--- config.mk ---
export PLATFORM = sky130hd
export DESIGN_NAME = ide_irq_gate
export DESIGN_NICKNAME = d
export VERILOG_FILES = /design/src/rtl/ide_irq_gate_pkg.sv /design/src/rtl/ide_irq_gate_decode.sv /design/src/rtl/ide_irq_gate_chan.sv /design/src/rtl/ide_irq_gate_ctrl.sv /design/src/rtl/ide_irq_gate.sv
export SDC_FILE = /design/constraint.sdc
export NUM_CORES = 1
export LEC_CHECK = 0
export ABC_AREA = 1
export BUFFER_PORTS_ARGS = -buffer_cell sky130_fd_sc_hd__buf_2
export CAP_MARGIN = 20
export CORE_MARGIN = 2
export CORE_UTILIZATION = 32
export DETAILED_ROUTE_END_ITERATION = 12
export HOLD_SLACK_MARGIN = 0.15
export SKIP_CTS_REPAIR_TIMING = 1
export SYNTH_ARGS = -nofsm -noshare
export SYNTH_HDL_FRONTEND = slang
export SYNTH_SLANG_ARGS = --single-unit
--- constraint.sdc ---
create_clock -name clk -period 1.4 [get_ports clk]
set_clock_uncertainty 0.15 [all_clocks]
set_input_delay 0.07 -clock clk [delete_from_list [all_inputs] [get_ports clk]]
set_output_delay 0.07 -clock clk [all_outputs]
set_load 0.03 [all_outputs]
--- src/rtl/ide_irq_gate_pkg.sv ---
package ide_irq_gate_pkg;

    // Address map constants, shared by decoder and checker logic
    localparam int unsigned GATE_BASE   = 32'h2200;
    localparam int unsigned CH_STRIDE   = 32'h1000;
    localparam int unsigned STAT_OFS    = 32'h0090;
    localparam int unsigned ID_BASE     = 32'h2280;
    localparam int unsigned ID_STEP     = 32'h0004;
    localparam int unsigned CTRL_ADDR   = 32'h0000;

    // Control byte bit positions decoded by neighbours
    localparam int unsigned CTRL_DMA_BIT = 0;
    localparam int unsigned CTRL_WIN_BIT = 5;

    typedef enum logic [2:0] {
        ACC_NONE,
        ACC_CTRL,
        ACC_GATE,
        ACC_STAT,
        ACC_ID
    } acc_kind_e;

    typedef enum logic {
        CH_MASKED = 1'b0,
        CH_ARMED  = 1'b1
    } gate_state_e;

endpackage

--- src/rtl/ide_irq_gate_decode.sv ---
module ide_irq_gate_decode
    import ide_irq_gate_pkg::*;
#(
    parameter int ADDR_W = 14,
    parameter int NUM_CH = 2,
    parameter int ID_W   = 4,
    localparam int CH_W  = (NUM_CH > 1) ? $clog2(NUM_CH) : 1,
    localparam int IDX_W = (ID_W > 1) ? $clog2(ID_W) : 1
) (
    input  logic [ADDR_W-1:0] addr_i,
    output acc_kind_e         kind_o,
    output logic [CH_W-1:0]   ch_o,
    output logic [IDX_W-1:0]  idx_o
);

    always_comb begin
        kind_o = ACC_NONE;
        ch_o   = '0;
        idx_o  = '0;
        if (addr_i == ADDR_W'(CTRL_ADDR)) begin
            kind_o = ACC_CTRL;
        end
        for (int c = 0; c < NUM_CH; c++) begin
            if (addr_i == ADDR_W'(GATE_BASE + 32'(c) * CH_STRIDE)) begin
                kind_o = ACC_GATE;
                ch_o   = CH_W'(c);
            end
            if (addr_i == ADDR_W'(GATE_BASE + 32'(c) * CH_STRIDE + STAT_OFS)) begin
                kind_o = ACC_STAT;
                ch_o   = CH_W'(c);
            end
        end
        for (int k = 0; k < ID_W; k++) begin
            if (addr_i == ADDR_W'(ID_BASE + 32'(k) * ID_STEP)) begin
                kind_o = ACC_ID;
                idx_o  = IDX_W'(k);
            end
        end
    end

endmodule

--- src/rtl/ide_irq_gate_chan.sv ---
module ide_irq_gate_chan
    import ide_irq_gate_pkg::*;
(
    input  logic clk,
    input  logic rst_n,
    input  logic arm_i,
    input  logic disarm_i,
    input  logic line_i,
    output logic armed_o,
    output logic req_o
);

    gate_state_e state_q, state_d;

    // Next-state logic: ARM has priority over DISARM, otherwise HOLD
    always_comb begin
        state_d = state_q;
        unique case (state_q)
            CH_MASKED: if (arm_i) state_d = CH_ARMED;
            CH_ARMED:  if (!arm_i && disarm_i) state_d = CH_MASKED;
            default:   state_d = CH_MASKED;
        endcase
    end

    always_ff @(posedge clk) begin
        if (!rst_n) state_q <= CH_MASKED;
        else        state_q <= state_d;
    end

    always_comb begin
        armed_o = (state_q == CH_ARMED);
        req_o   = armed_o & line_i;
    end

    assert_write_arms_R2: assert property (@(posedge clk) disable iff (!rst_n)
        arm_i |=> armed_o);

    assert_read_disarms_R3: assert property (@(posedge clk) disable iff (!rst_n)
        (disarm_i && !arm_i) |=> !armed_o);

    assert_gate_holds_R9: assert property (@(posedge clk) disable iff (!rst_n)
        (!arm_i && !disarm_i) |=> $stable(armed_o));

endmodule

--- src/rtl/ide_irq_gate_ctrl.sv ---
module ide_irq_gate_ctrl
    import ide_irq_gate_pkg::*;
#(
    parameter int DATA_W = 8
) (
    input  logic              clk,
    input  logic              rst_n,
    input  logic              wr_en_i,
    input  logic [DATA_W-1:0] wdata_i,
    output logic [DATA_W-1:0] ctrl_o,
    output logic              dma_chan_o,
    output logic              tf_window_o,
    output logic              boot_rom_o
);

    logic [DATA_W-1:0] ctrl_q;

    always_ff @(posedge clk) begin
        if (!rst_n)       ctrl_q <= '0;
        else if (wr_en_i) ctrl_q <= wdata_i;
    end

    always_comb begin
        ctrl_o      = ctrl_q;
        dma_chan_o  = ctrl_q[CTRL_DMA_BIT];
        tf_window_o = ctrl_q[CTRL_WIN_BIT];
        boot_rom_o  = ~ctrl_q[CTRL_WIN_BIT];
    end

    assert_ctrl_load_R6: assert property (@(posedge clk) disable iff (!rst_n)
        wr_en_i |=> (ctrl_o == $past(wdata_i)));

    assert_ctrl_hold_R6: assert property (@(posedge clk) disable iff (!rst_n)
        !wr_en_i |=> $stable(ctrl_o));

    assert_rom_inverse_R7: assert property (@(posedge clk) disable iff (!rst_n)
        boot_rom_o != tf_window_o);

endmodule

--- src/rtl/ide_irq_gate.sv ---
module ide_irq_gate
    import ide_irq_gate_pkg::*;
#(
    parameter int ADDR_W = 14,
    parameter int DATA_W = 8,
    parameter int NUM_CH = 2,
    parameter int ID_W   = 4
) (
    input  logic              clk,
    input  logic              rst_n,
    input  logic [ADDR_W-1:0] bus_addr_i,
    input  logic              bus_rd_i,
    input  logic              bus_wr_i,
    input  logic [DATA_W-1:0] bus_wdata_i,
    output logic [DATA_W-1:0] bus_rdata_o,
    input  logic [NUM_CH-1:0] drv_irq_i,
    input  logic [ID_W-1:0]   id_strap_i,
    output logic              card_irq_o,
    output logic              dma_chan_o,
    output logic              tf_window_o,
    output logic              boot_rom_o
);

    localparam int CH_W  = (NUM_CH > 1) ? $clog2(NUM_CH) : 1;
    localparam int IDX_W = (ID_W > 1) ? $clog2(ID_W) : 1;

    acc_kind_e          dec_kind;
    logic [CH_W-1:0]    dec_ch;
    logic [IDX_W-1:0]   dec_idx;
    logic               rd_ok;
    logic [NUM_CH-1:0]  arm, disarm, armed, req;
    logic [DATA_W-1:0]  ctrl_val;
    logic [DATA_W-1:0]  rd_mux;
    logic [DATA_W-1:0]  rdata_q;

    // A read colliding with a write is dropped
    assign rd_ok = bus_rd_i & ~bus_wr_i;

    ide_irq_gate_decode #(
        .ADDR_W (ADDR_W),
        .NUM_CH (NUM_CH),
        .ID_W   (ID_W)
    ) u_decode (
        .addr_i (bus_addr_i),
        .kind_o (dec_kind),
        .ch_o   (dec_ch),
        .idx_o  (dec_idx)
    );

    for (genvar c = 0; c < NUM_CH; c++) begin : g_chan
        assign arm[c]    = bus_wr_i & (dec_kind == ACC_GATE) & (dec_ch == CH_W'(c));
        assign disarm[c] = rd_ok    & (dec_kind == ACC_GATE) & (dec_ch == CH_W'(c));

        ide_irq_gate_chan u_chan (
            .clk      (clk),
            .rst_n    (rst_n),
            .arm_i    (arm[c]),
            .disarm_i (disarm[c]),
            .line_i   (drv_irq_i[c]),
            .armed_o  (armed[c]),
            .req_o    (req[c])
        );
    end

    ide_irq_gate_ctrl #(
        .DATA_W (DATA_W)
    ) u_ctrl (
        .clk         (clk),
        .rst_n       (rst_n),
        .wr_en_i     (bus_wr_i && (dec_kind == ACC_CTRL)),
        .wdata_i     (bus_wdata_i),
        .ctrl_o      (ctrl_val),
        .dma_chan_o  (dma_chan_o),
        .tf_window_o (tf_window_o),
        .boot_rom_o  (boot_rom_o)
    );

    always_comb begin
        rd_mux = '0;
        unique case (dec_kind)
            ACC_CTRL: rd_mux = ctrl_val;
            ACC_GATE: rd_mux = {{(DATA_W-1){1'b0}}, armed[dec_ch]};
            ACC_STAT: rd_mux = {{(DATA_W-1){1'b0}}, drv_irq_i[dec_ch]};
            ACC_ID:   rd_mux = {{(DATA_W-1){1'b0}}, id_strap_i[dec_idx]};
            default:  rd_mux = '0;
        endcase
    end

    always_ff @(posedge clk) begin
        if (!rst_n)     rdata_q <= '0;
        else if (rd_ok) rdata_q <= rd_mux;
        else            rdata_q <= '0;
    end

    assign bus_rdata_o = rdata_q;
    assign card_irq_o  = |req;

    assert_idle_zero_R11: assert property (@(posedge clk) disable iff (!rst_n)
        !rd_ok |=> (bus_rdata_o == '0));

    assert_unmapped_zero_R9: assert property (@(posedge clk) disable iff (!rst_n)
        (rd_ok && dec_kind == ACC_NONE) |=> (bus_rdata_o == '0));

    assert_status_echo_R4: assert property (@(posedge clk) disable iff (!rst_n)
        (rd_ok && dec_kind == ACC_STAT)
            |=> (bus_rdata_o == {{(DATA_W-1){1'b0}}, $past(drv_irq_i[dec_ch])}));

    assert_irq_needs_line_R8: assert property (@(posedge clk) disable iff (!rst_n)
        card_irq_o |-> (drv_irq_i != '0));

endmodule

* Word-level counts from Yosys, hierarchy flattened
Cells that the tools add are included.
** Storage, ports and cells
- Bits in registers :: 18
- Output and inout port bits :: 12
** Operators by class
- $lt $le $gt $ge :: 2
- Equal/unequal tests :: 12
- Muxes and demuxes :: 27
- Bitwise operators :: 14
- Reductions and logical operators :: 8
** Operators with widths (count)
- == test 14 bit (second input constant) :: 8
- one-hot mux 8 bit (4 select lines) :: 1
- two-way mux 3 bit :: 8
- logical NOT 14 bit :: 1
- two-way mux 1 bit :: 13
- AND 1 bit :: 9
- == test 3 x 2 -> 1 bit (second input constant) :: 2
- inverter 1 bit :: 5
- two-way mux 2 bit :: 2
- one-hot mux 1 bit (2 select lines) :: 2
- == test 3 x 1 -> 1 bit (second input constant) :: 1
- == test 3 bit (second input constant) :: 1
- logical AND 1 bit :: 3
- < comparator 2 x 3 -> 1 bit (second input constant) :: 1
- binary-select mux 1 bit (select 2 bit) :: 1
- logical NOT 1 bit :: 2
- < comparator 1 x 2 -> 1 bit (second input constant) :: 1
- AND reduction 2 bit :: 1
- OR reduction 2 bit :: 1

* Depth between registers and ports, before layout
Gate-level depths: netlist of the first run.
- Depth in word-level cells :: 17
- Depth in mapped cells :: 14
- Gate-level depth less buffers :: 14

* Modules after synthesis
From an unflattened synthesis of the first run, not the netlist that was laid out.
** Unflattened totals
- Cell total of the unflattened synthesis :: 188
- Area, all modules :: 1152.4 µm²
** Modules (own cells, without submodules)
- ide_irq_gate :: times used 1, cells an instance 65, area an instance 441.7 µm²
- ide_irq_gate_ctrl :: times used 1, cells an instance 54, area an instance 375.4 µm²
- ide_irq_gate_decode :: times used 1, cells an instance 53, area an instance 232.7 µm²
- ide_irq_gate_chan :: times used 2, cells an instance 8, area an instance 51.3 µm²

* Worst setup path before layout of the first run
Ideal clock, no wire load.
- Kind :: input-to-reg
- Start :: in bus_addr_i[11]
- End :: reg rdata_q[0] (netlist: bus_rdata_o[0])
- Setup time :: 109 ps
- Data arrival time :: 1021 ps
- Setup slack :: 120 ps
- Stages :: 12
- Buffers on the path :: 0
- Cell sequence :: nor2_2 nand2_1 nor2_1 nand2_4 nand2_1 inv_2 nand3_4 nor2_1 nor2_1 nand3_1 nand2_1 inv_1
** On the way
- Cells in the longest elaborated chain, start to end :: 12
** Ends and longest elaborated chain
- start, declared :: RTL line ide_irq_gate.sv:11 : input logic [ADDR_W-1:0] bus_addr_i,
- logical NOT 14 bit :: RTL line ide_irq_gate_decode.sv:20 : if (addr_i == ADDR_W'(CTRL_ADDR)) begin
- two-way mux 1 bit :: RTL line ide_irq_gate_decode.sv:20
- two-way mux 3 bit :: RTL line ide_irq_gate_decode.sv:24 : if (addr_i == ADDR_W'(GATE_BASE + 32'(c) * CH_STRIDE)) begin
- two-way mux 3 bit :: RTL line ide_irq_gate_decode.sv:28 : if (addr_i == ADDR_W'(GATE_BASE + 32'(c) * CH_STRIDE + STAT_OFS)) begin
- two-way mux 3 bit :: RTL line ide_irq_gate_decode.sv:24
- two-way mux 3 bit :: RTL line ide_irq_gate_decode.sv:28
- two-way mux 3 bit (4 in series) :: RTL line ide_irq_gate_decode.sv:34 : if (addr_i == ADDR_W'(ID_BASE + 32'(k) * ID_STEP)) begin
- == test 3 bit, or another cell as far along :: RTL line ide_irq_gate.sv:80 : unique case (dec_kind)
- one-hot mux 8 bit (4 select lines) (*) :: RTL line ide_irq_gate.sv:80
- end signal, assigned :: RTL line ide_irq_gate.sv:91 : else if (rd_ok) rdata_q <= rd_mux;
- end, declared :: RTL line ide_irq_gate.sv:34 : logic [DATA_W-1:0] rdata_q;
Mark *: on every way between the ends. The rest lies on a longest branch, timed or not. The select of a mux whose other input is x is not followed.
A chain may end at the register's enable or synchronous reset.

* Worst setup path after layout of the first run
- Start :: reg g_chan[1].u_chan.state_q
- End :: out card_irq_o
** On the way
- Cells in the longest elaborated chain, start to end :: 2
** Ends and longest elaborated chain
- start, declared :: RTL line ide_irq_gate_chan.sv:13 : gate_state_e state_q, state_d;
- start signal, assigned :: RTL line ide_irq_gate_chan.sv:27 : else state_q <= state_d;
- AND 1 bit :: RTL line ide_irq_gate_chan.sv:32 : req_o = armed_o & line_i;
- OR reduction 2 bit :: RTL line ide_irq_gate.sv:96 : assign card_irq_o = |req;
- end, declared :: RTL line ide_irq_gate.sv:18 : output logic card_irq_o,
No other way between the ends.

==> reports/qor.log, run 1 <==
[status] outcome finished clean
[sta] setup repair after global routing missed its margin no
[floorplan] initial core utilization 34.0%
[placed_design] Routability Congestion 0.817
[setup_path] cell family with most CP delay flip-flops
[setup_path] type of element capturing the critical path output pin
[setup_path] slowest cell delay on critical path 0.34 ns
[synthesis] Synth async-reset ratio 0%
[route] DRC errors left 0
[floorplan] Placement Rows 20
[synthesis] multiplexer share of the synthesized area 0%
[synthesis] largest family of logic cells by synthesized area simple AND/OR/NAND/NOR gates
[route] antenna viol nets, final 0
[cts] root buffer selected by CTS sky130_fd_sc_hd__clkbuf_4
[route] vias per cell 4.15
[sta] Slew HR 80.3%
[synthesis] synth cell count leaders sky130_fd_sc_hd__nand2_1, sky130_fd_sc_hd__inv_1, sky130_fd_sc_hd__dfxtp_1
[sta] number of max-slew violations in the final report 0
[grt] remaining global-route overflow 0
[cts] CTS tree yes
[route] wire per inst 8.76 µm
[cts] worst skew pair latency 0.29 ns
[synthesis] most common cell in the netlist sky130_fd_sc_hd__nand2_1
[synthesis] Yosys warning count 0
[synthesis] area of the mapped netlist 1050 µm²
[synthesis] complex-gate fraction of the synthesized area 10.5%
[cells_and_area] layout overhead on the synthesized area 47.5%
[placed_design] port bufs 43
[cts] CTS Buf Count 3
[setup_path] cells along the critical path inv_1 > o21ai_0 > buf_2
[route] number of vias in the routed layout 1,132
[setup_path] cell at the slowest stage of the critical path sky130_fd_sc_hd__dfxtp_1
[synthesis] Syn Inst Count 161
[cells_and_area] ANT cells 0
[setup_path] Crit path buffers/inverters 2
[grt] largest net degree at the start of global routing 17
[grt] global-route wire length before repair 3590 µm
[setup_path] maximum fanout count along the critical path 3
[synthesis] post-synthesis area per instance 6.54 µm²
[route] final WL 2390 µm
[sta] Hold Violations, Final 0
[run] number of max-cap violations 0
[synthesis] most used flip-flop cell after synthesis sky130_fd_sc_hd__dfxtp_1
[sta] setup TNS after final layout 0 ns
[sta] Fmax 0.789 GHz
[synthesis] Synth top area share 34.2%
[sta] crit share post-route 90.6%
[sta] final number of setup-violating endpoints 0
[setup_path] data arrival time of the critical path 1.05 ns
[floorplan] Core Footprint 3100 µm²
[synthesis] xor and xnor fraction of the mapped netlist area 0%
[synthesis] Synth Net Count 193
[synthesis] count of distinct cell types in the synthesized netlist 20
[route] number of iterations in the first detailed-routing pass 4
[floorplan] I/O pin cnt 44
[grt] number of global-route vias before repair 889
[cells_and_area] ratio of cells with drive above 1 in the final layout 34.1%
[cts] CTS sink count 18
[placed_design] placed wire-length estimate after detailed placement 1790 µm
[hold_path] type of the most critical hold path primary input to register
[synthesis] Post-Synth Simple-Gate Area 44.5%
[cts] H-Tree Level Count 1
[synthesis] top post-synthesis cells by area sky130_fd_sc_hd__dfxtp_1, sky130_fd_sc_hd__nand2_1, sky130_fd_sc_hd__inv_1, sky130_fd_sc_hd__nor2_1, sky130_fd_sc_hd__nand3_1
[synthesis] Yosys reg bits 18
[cts] clock-pin transition on the worst setup and hold timing paths 0.09 ns
[setup_path] category of the critical setup timing path register to output pin
[floorplan] y dimension of the die 61.4 µm
[power_and_ir_drop] leakage power 0.000803 µW
[floorplan] DIE WIDTH 61.4 µm
[route] drt first-iter violations 37
[setup_path] startpoint type of the worst setup path register
[power_and_ir_drop] Pwr Total 972 µW
[synthesis] cell type contributing the most total cell area after synthesis sky130_fd_sc_hd__dfxtp_1
[synthesis] EDFF count, synth 0
[synthesis] adder-cell area share of the yosys netlist 0%
[cts] Max clock buf depth 2
[setup_path] Data required, critical path 1.18 ns
[sta] minimum clock period after layout 1.27 ns
[grt] GRT Overall Usage 12.8%
[floorplan] area enclosed by the die boundary 3770 µm²
[synthesis] sequential area share after synthesis 34.2%
[sta] Least-Margin Pin Slew 0.294 ns
[power_and_ir_drop] Max VDD drop 0.632 mV
[power_and_ir_drop] power density over the cells 625 nW/µm²
[grt] initial antenna violation count 0
[cells_and_area] net total in the final layout 262
report_power, final:
group          total (µW)  internal (µW)  switching, µW
clock                 312            159            153
combinational         148           81.0           67.4
sequential            512            512        0.00603
cell type report:
class / instances / area (µm²)
fill: 348 / 1550
clock buffer: 4 / 36.3
multi-input combinational: 113 / 579
timing repair buffer: 66 / 418
inverter: 28 / 105
tap: 44 / 55.1
sequential: 18 / 360
per-layer routing:
metal / GRT usage, % / routed length, µm / part of all wire [%]
met5: 0 / 0 / 0
met4: 2.74 / 19 / 0.79
met3: 4.62 / 151 / 6.3
met2: 20.2 / 1080 / 45
met1: 16.9 / 1140 / 48
worst register-to-register path: cells and delay by family (launching register included):
| kind | cells | cell delay (ns) |
|---|---|---|
| and+or+nand+nor | 6 | 0.51 |
| DFF | 1 | 0.33 |
| buffers and inverters | 1 | 0.04 |
path summary, 6_finish.rpt:
kind | startpoint | to | slack [ns] | cells past startpoint
worst max-delay path | g_chan[1].u_chan.armed_o | card_irq_o | 0.13 | 3
worst min register to register | u_ctrl.ctrl_o[4] | bus_rdata_o[4] | 0.30 | 2
worst min-delay path | id_strap_i[3] | bus_rdata_o[0] | 0.12 | 9
worst max register to register | g_chan[0].u_chan.armed_o | bus_rdata_o[0] | 0.31 | 7
metrics by stage:
stage	utilization (%)	hold WS (ns)	cells	worst slack, ns	cell area, µm²
final	50.1	0.125	273	0.132	1550
after global routing	50.1	0.157	273	0.0259	1550
after CTS	46.2	-0.116	261	0.125	1430
after detailed placement	45.0	0.196	257	-0.0695	1400
after global placement	45.0	0.198	257	-0.0522	1400
after floorplan	-	0.0960	161	0.120	1050
kinds of logic after synthesis:
| logic type | count (synthesis) |
|---|---|
| AND/OR/NAND/NOR | 91 |
| flip-flops | 18 |
| AO/OA/AOI/OAI | 22 |
| buffers and inverters | 30 |
flip-flops by register name (all words and copies together), names as in the netlist:
name,cells
bus_rdata_o,8
u_ctrl.ctrl_o,8
g_chan.u_chan.armed_o,2
layout by cell type (no fill, tap or decap), types with 5 or more instances in the layout:
| master | instances |
|---|---|
| sky130_fd_sc_hd__nor3_1 | 7 |
| sky130_fd_sc_hd__dlygate4sd3_1 | 12 |
| sky130_fd_sc_hd__buf_2 | 43 |
| sky130_fd_sc_hd__nor2_1 | 17 |
| sky130_fd_sc_hd__dfxtp_1 | 18 |
| sky130_fd_sc_hd__a21oi_1 | 10 |
| sky130_fd_sc_hd__buf_4 | 11 |
| sky130_fd_sc_hd__nor2_2 | 5 |
| sky130_fd_sc_hd__nand2_1 | 38 |
| sky130_fd_sc_hd__o21ai_0 | 9 |
| sky130_fd_sc_hd__nand3_1 | 11 |
| sky130_fd_sc_hd__inv_1 | 25 |
No activity file was read; power rests on OpenSTA's default activity.
==> inputs of run 2 (changes only) <==
--- a/config.mk
+++ b/config.mk
@@ -6,7 +6,7 @@
 export NUM_CORES = 1
 export LEC_CHECK = 0
 export ABC_AREA = 1
-export BUFFER_PORTS_ARGS = -buffer_cell sky130_fd_sc_hd__buf_2
+export BUFFER_PORTS_ARGS = -buffer_cell sky130_fd_sc_hd__buf_4
 export CAP_MARGIN = 20
 export CORE_MARGIN = 2
 export CORE_UTILIZATION = 32
==> run 2 against run 1 <==
Compared with the run above: cell count increased by 1.1%; sequential power about the same; sequential share of layout area shrank 1.8 points; flip-flop and latch count did not move; combinational power increased by 21%; global-route usage grew 0.85 points; highest routed layer unchanged.
==> reports/qor.log, run 2 (same netlist as run 1, synthesis figures left out) <==
[setup_path] Data required, critical path 1.47 ns
[power_and_ir_drop] leakage power 0.000845 µW
[grt] most used routing layer in global routing met2
[route] DRC errors left 0
[sta] final hold slack 0.103 ns
[cells_and_area] layout overhead on the synthesized area 60.1%
[sta] number of max-slew violations in the final report 0
[setup_path] data arrival time of the critical path 1.31 ns
[setup_path] worst-case reg-to-reg path depth 7
[route] wire per inst 9.55 µm
[setup_path] type of element capturing the critical path register
[status] outcome finished clean
[route] final WL 2640 µm
[cts] H-Tree Level Count 1
[floorplan] area enclosed by the die boundary 3770 µm²
[floorplan] DIE WIDTH 61.4 µm
[cells_and_area] Post-Route Utilization 54.4%
[sta] setup TNS after final layout 0 ns
[floorplan] Core Footprint 3100 µm²
[cts] worst skew pair latency 0.30 ns
[setup_path] maximum fanout count along the critical path 8
[floorplan] initial core utilization 34.0%
[setup_path] Critical R2R Launch g_chan[0].u_chan.armed_o
[cts] CTS Buf Count 3
[sta] Fmax 0.806 GHz
[floorplan] y dimension of the die 61.4 µm
[sta] Slew HR 80.6%
[route] number of iterations in the first detailed-routing pass 4
[sta] Least-Margin Pin Slew 0.289 ns
[grt] met1 track demand over resource 15.8%
[cells_and_area] ratio of cells with drive above 1 in the final layout 34.5%
[grt] GRT Overall Usage 13.6%
[route] vias per cell 4.34
[hold_path] type of the most critical hold path primary input to register
[placed_design] Routability Congestion 0.751
[route] antenna viol nets, final 0
[hold_path] hold depth 7
[sta] final number of setup-violating endpoints 0
[cells_and_area] leading cell types in the layout, fill and taps excluded sky130_fd_sc_hd__buf_4, sky130_fd_sc_hd__nand2_1, sky130_fd_sc_hd__inv_1
[placed_design] placed wire-length estimate after detailed placement 1980 µm
[power_and_ir_drop] power density over the cells 602 nW/µm²
[cells_and_area] net total in the final layout 265
[floorplan] I/O pin cnt 44
[cells_and_area] most common cell after layout, fill and taps aside sky130_fd_sc_hd__buf_4
[grt] global-route wire length before repair 3900 µm
[sta] setup repair after global routing missed its margin no
[grt] initial antenna violation count 0
[cts] CTS sink count 18
[setup_path] flop-to-flop setup slack 0.28 ns
[sta] Hold Violations, Final 0
[placed_design] Place WS -0.0916 ns
[setup_path] capturing point of the worst reg2reg path bus_rdata_o[0]
[cells_and_area] sequential cell area in the final layout 360 µm²
[hold_path] Worst Hold Endpoint bus_rdata_o[0]
[cells_and_area] number of fill cells 330
[cells_and_area] ANT cells 0
[cts] root buffer selected by CTS sky130_fd_sc_hd__clkbuf_4
[cells_and_area] area occupied by multi-input gates 579 µm²
[grt] M2 GR Usage 24.6%
[route] drt first-iter violations 24
[sta] minimum clock period after layout 1.24 ns
[sta] PnR worst setup slack 0.160 ns
[setup_path] startpoint type of the worst setup path primary input
[hold_path] hold path startpoint drv_irq_i[0]
[floorplan] Placement Rows 20
[grt] global-route met3 utilization 4.62%
[cts] Max clock buf depth 2
[sta] crit share post-route 88.6%
[setup_path] category of the critical setup timing path primary input to register
[cts] clock-pin transition on the worst setup and hold timing paths 0.10 ns
[power_and_ir_drop] Max VDD drop 0.606 mV
[run] number of max-cap violations 0
[cts] CTS tree yes
[grt] largest net degree at the start of global routing 16
[grt] number of global-route vias before repair 1,009
[placed_design] port bufs 43
[route] number of vias in the routed layout 1,198
[grt] remaining global-route overflow 0
==> run 2: changes by cell type in the layout (fill, tap and decap cells not counted) <==
cell / before / now
sky130_fd_sc_hd__buf_4: 11 / 56
sky130_fd_sc_hd__buf_2: 43 / 0
sky130_fd_sc_hd__dlygate4sd3_1: 12 / 13
sky130_fd_sc_hd__o21ai_1: 3 / 4
sky130_fd_sc_hd__o21ai_0: 9 / 8
==> run 2: how the worst max path moves through the flow <==
stage	from	to	slack, ns	depth (start not counted)
after floorplan	bus_addr_i[11]	bus_rdata_o[0]	0.12	12
after global placement	bus_addr_i[1]	bus_rdata_o[0]	-0.09	13
after detailed placement	bus_addr_i[1]	bus_rdata_o[0]	-0.09	13
after CTS	g_chan[1].u_chan.armed_o	card_irq_o	0.13	3
after global routing	bus_addr_i[11]	bus_rdata_o[0]	0.03	13
final	bus_wr_i	bus_rdata_o[7]	0.16	5
==> run 2: critical path, stage by stage <==
cell and delay [ns]:
sky130_fd_sc_hd__buf_4 0.12, sky130_fd_sc_hd__nor2_1 0.13, sky130_fd_sc_hd__dlygate4sd3_1 0.56, sky130_fd_sc_hd__nand2_1 0.18, sky130_fd_sc_hd__nor3_1 0.25
==> run 2: layer usage <==
metal  vias to the layer above  share of wire, %
met5                         -                 0
met3                         2               6.0
li1                        644                 -
met2                        37                53
met1                       515                41
met4                         0              0.68
==> run 2: where the power goes <==
part | total [µW] | switching [µW] | internal [µW]
clock | 324 | 166 | 159
combinational | 179 | 70.2 | 109
sequential | 512 | 0.00750 | 512
total | 1020 | 236 | 779
==> run 2: through the flow <==
stage                     total power, µW  std cells  cell area, µm²
after floorplan                       576        161            1050
after global placement                670        259            1520
after detailed placement              673        259            1520
after CTS                             993        263            1560
after global routing                 1060        276            1690
final                                1020        276            1690
==> run 2: layout make-up <==
| type | instances | share of cell area (%) |
|---|---|---|
| multi-input combinational | 113 | 34.3 |
| timing repair buffer | 69 | 32.6 |
| sequential | 18 | 21.4 |
| clock buffer | 4 | 2.15 |
| tap | 44 | 3.26 |
| inverter | 28 | 6.23 |
==> inputs of run 3 (changes only) <==
--- a/config.mk
+++ b/config.mk
@@ -12,6 +12,7 @@
 export CORE_UTILIZATION = 32
 export DETAILED_ROUTE_END_ITERATION = 12
 export HOLD_SLACK_MARGIN = 0.15
+export PLACE_DENSITY_LB_ADDON = 0.25
 export SKIP_CTS_REPAIR_TIMING = 1
 export SYNTH_ARGS = -nofsm -noshare
 export SYNTH_HDL_FRONTEND = slang
==> run 3 against run 2 <==
Compared with the run above: clock power down 25%; final area shrank 1.3%; flip-flop and latch count unchanged; sequential power barely moved; critical endpoint is now card_irq_o; first-iteration DRC count up 79%; via count down 3.3%; power down 8.5%; die area is the same; global-route usage is 0.94 points lower; cell count shrank 0.72%; core utilization is 0.69 points lower.
==> reports/qor.log, run 3 (same netlist as run 1, synthesis figures left out) <==
[cts] H-Tree Level Count 1
[hold_path] type of the most critical hold path primary input to register
[sta] Slew HR 81.1%
[setup_path] worst-case reg-to-reg path depth 7
[cells_and_area] leading cell types in the layout, fill and taps excluded sky130_fd_sc_hd__buf_4, sky130_fd_sc_hd__nand2_1, sky130_fd_sc_hd__inv_1
[sta] setup repair after global routing missed its margin no
[floorplan] Placement Rows 20
[cells_and_area] area occupied by multi-input gates 579 µm²
[setup_path] capturing point of the worst reg2reg path bus_rdata_o[0]
[setup_path] slowest cell delay on critical path 0.34 ns
[route] DRC errors left 0
[grt] largest net degree at the start of global routing 17
[cells_and_area] sequential cell area in the final layout 360 µm²
[sta] PnR worst setup slack 0.140 ns
[route] top layer reached by signal wires met3
[hold_path] Worst Hold Endpoint bus_rdata_o[0]
[cts] CTS Buf Count 3
[grt] remaining global-route overflow 0
[grt] global-route wire length before repair 3650 µm
[cells_and_area] ANT cells 0
[route] drt first-iter violations 43
[setup_path] flop-to-flop setup slack 0.30 ns
[cells_and_area] most common cell after layout, fill and taps aside sky130_fd_sc_hd__buf_4
[placed_design] Place WS -0.0646 ns
[setup_path] startpoint type of the worst setup path register
[route] wire per inst 8.65 µm
[placed_design] port bufs 43
[setup_path] type of element capturing the critical path output pin
[cells_and_area] number of fill cells 330
[sta] Hold Violations, Final 0
[setup_path] cells along the critical path inv_1 > o21ai_0 > buf_4
[floorplan] y dimension of the die 61.4 µm
[floorplan] DIE WIDTH 61.4 µm
[placed_design] placed wire-length estimate after detailed placement 1890 µm
[cells_and_area] net total in the final layout 264
[sta] minimum clock period after layout 1.26 ns
[setup_path] maximum fanout count along the critical path 3
[floorplan] initial core utilization 34.0%
[status] outcome finished clean
[placed_design] Area after DPL 1510 µm²
[hold_path] hold path startpoint id_strap_i[3]
[run] number of max-cap violations 0
[route] met1 routed wirelength after detailed routing 1130 µm
[setup_path] Crit path buffers/inverters 2
[route] met2 routed WL 1100 µm
[hold_path] hold depth 9
[floorplan] Core Footprint 3100 µm²
[cts] worst skew pair latency 0.28 ns
[sta] final number of setup-violating endpoints 0
[grt] number of global-route vias before repair 911
[cts] Max clock buf depth 2
[setup_path] cell at the slowest stage of the critical path sky130_fd_sc_hd__dfxtp_1
[power_and_ir_drop] Max VDD drop 0.707 mV
[sta] Fmax 0.793 GHz
[route] antenna viol nets, final 0
[route] number of iterations in the first detailed-routing pass 4
[power_and_ir_drop] Pwr Total 929 µW
[sta] number of max-slew violations in the final report 0
[setup_path] cell family with most CP delay flip-flops
[sta] crit share post-route 90.0%
[route] wire length on met3 140 µm
[power_and_ir_drop] power density over the cells 558 nW/µm²
[cells_and_area] layout overhead on the synthesized area 58.1%
[cts] clock-pin transition on the worst setup and hold timing paths 0.09 ns
[setup_path] Data required, critical path 1.18 ns
[floorplan] I/O pin cnt 44
[grt] initial antenna violation count 0
[cells_and_area] ratio of cells with drive above 1 in the final layout 33.9%
[placed_design] Routability Congestion 0.826
[cts] root buffer selected by CTS sky130_fd_sc_hd__clkbuf_4
[route] vias per cell 4.23
[sta] final hold slack 0.112 ns
[route] final WL 2370 µm
[power_and_ir_drop] leakage power 0.000833 µW
[cts] CTS sink count 18
[cts] CTS tree yes
[grt] GRT Overall Usage 12.7%
[setup_path] Critical R2R Launch g_chan[0].u_chan.armed_o
[setup_path] category of the critical setup timing path register to output pin
[sta] Least-Margin Pin Slew 0.282 ns
[setup_path] data arrival time of the critical path 1.04 ns
[route] number of vias in the routed layout 1,158
[floorplan] area enclosed by the die boundary 3770 µm²
[cells_and_area] area of all placed cells without fillers 1670 µm²
run 3: per-stage QoR:
step | TNS, ns | util (%) | std cells
3_5_place_dp | -0.186 | 48.8 | 258
3_3_place_gp | -0.111 | 48.8 | 258
5_1_grt | 0 | 53.7 | 274
4_1_cts | 0 | 49.5 | 261
2_1_floorplan | 0 | - | 161
6_report | 0 | 53.7 | 274
run 3: layout make-up:
type                            count  share of cell area (%)
Clock buffer                        3                    1.35
Tap cell                           44                    3.31
Timing Repair Buffer               68                    32.6
Inverter                           28                    6.31
Multi-Input combinational cell    113                    34.8
Sequential cell                    18                    21.6
run 3: per-layer routing:
metal | track usage [%] | up-vias
li1 | - | 641
met2 | 20.2 | 25
met5 | 0 | -
met1 | 16.9 | 492
met3 | 4.20 | 0
met4 | 2.74 | 0
run 3: worst min-delay path, delay by kind of cell:
kind	cells	cell delay, ns
and+or+nand+nor	7	0.33
buffers and inverters	2	0.12
run 3: where the power goes:
group	leakage [µW]	internal [µW]	switching, µW
combinational	0.000674	107	67.8
clock	0.0000138	99.9	143
sequential	0.000145	512	0.00643
total	0.000833	718	211
run 3: how the worst max path moves through the flow:
stage | from | to | slack [ns] | cells past startpoint
6_report | g_chan[1].u_chan.armed_o | card_irq_o | 0.14 | 3
5_1_grt | bus_wr_i | bus_rdata_o[4] | 0.04 | 5
4_1_cts | g_chan[1].u_chan.armed_o | card_irq_o | 0.13 | 3
3_5_place_dp | bus_addr_i[3] | bus_rdata_o[0] | -0.06 | 13
3_3_place_gp | bus_addr_i[3] | bus_rdata_o[0] | -0.07 | 13
2_1_floorplan | bus_addr_i[11] | bus_rdata_o[0] | 0.12 | 12
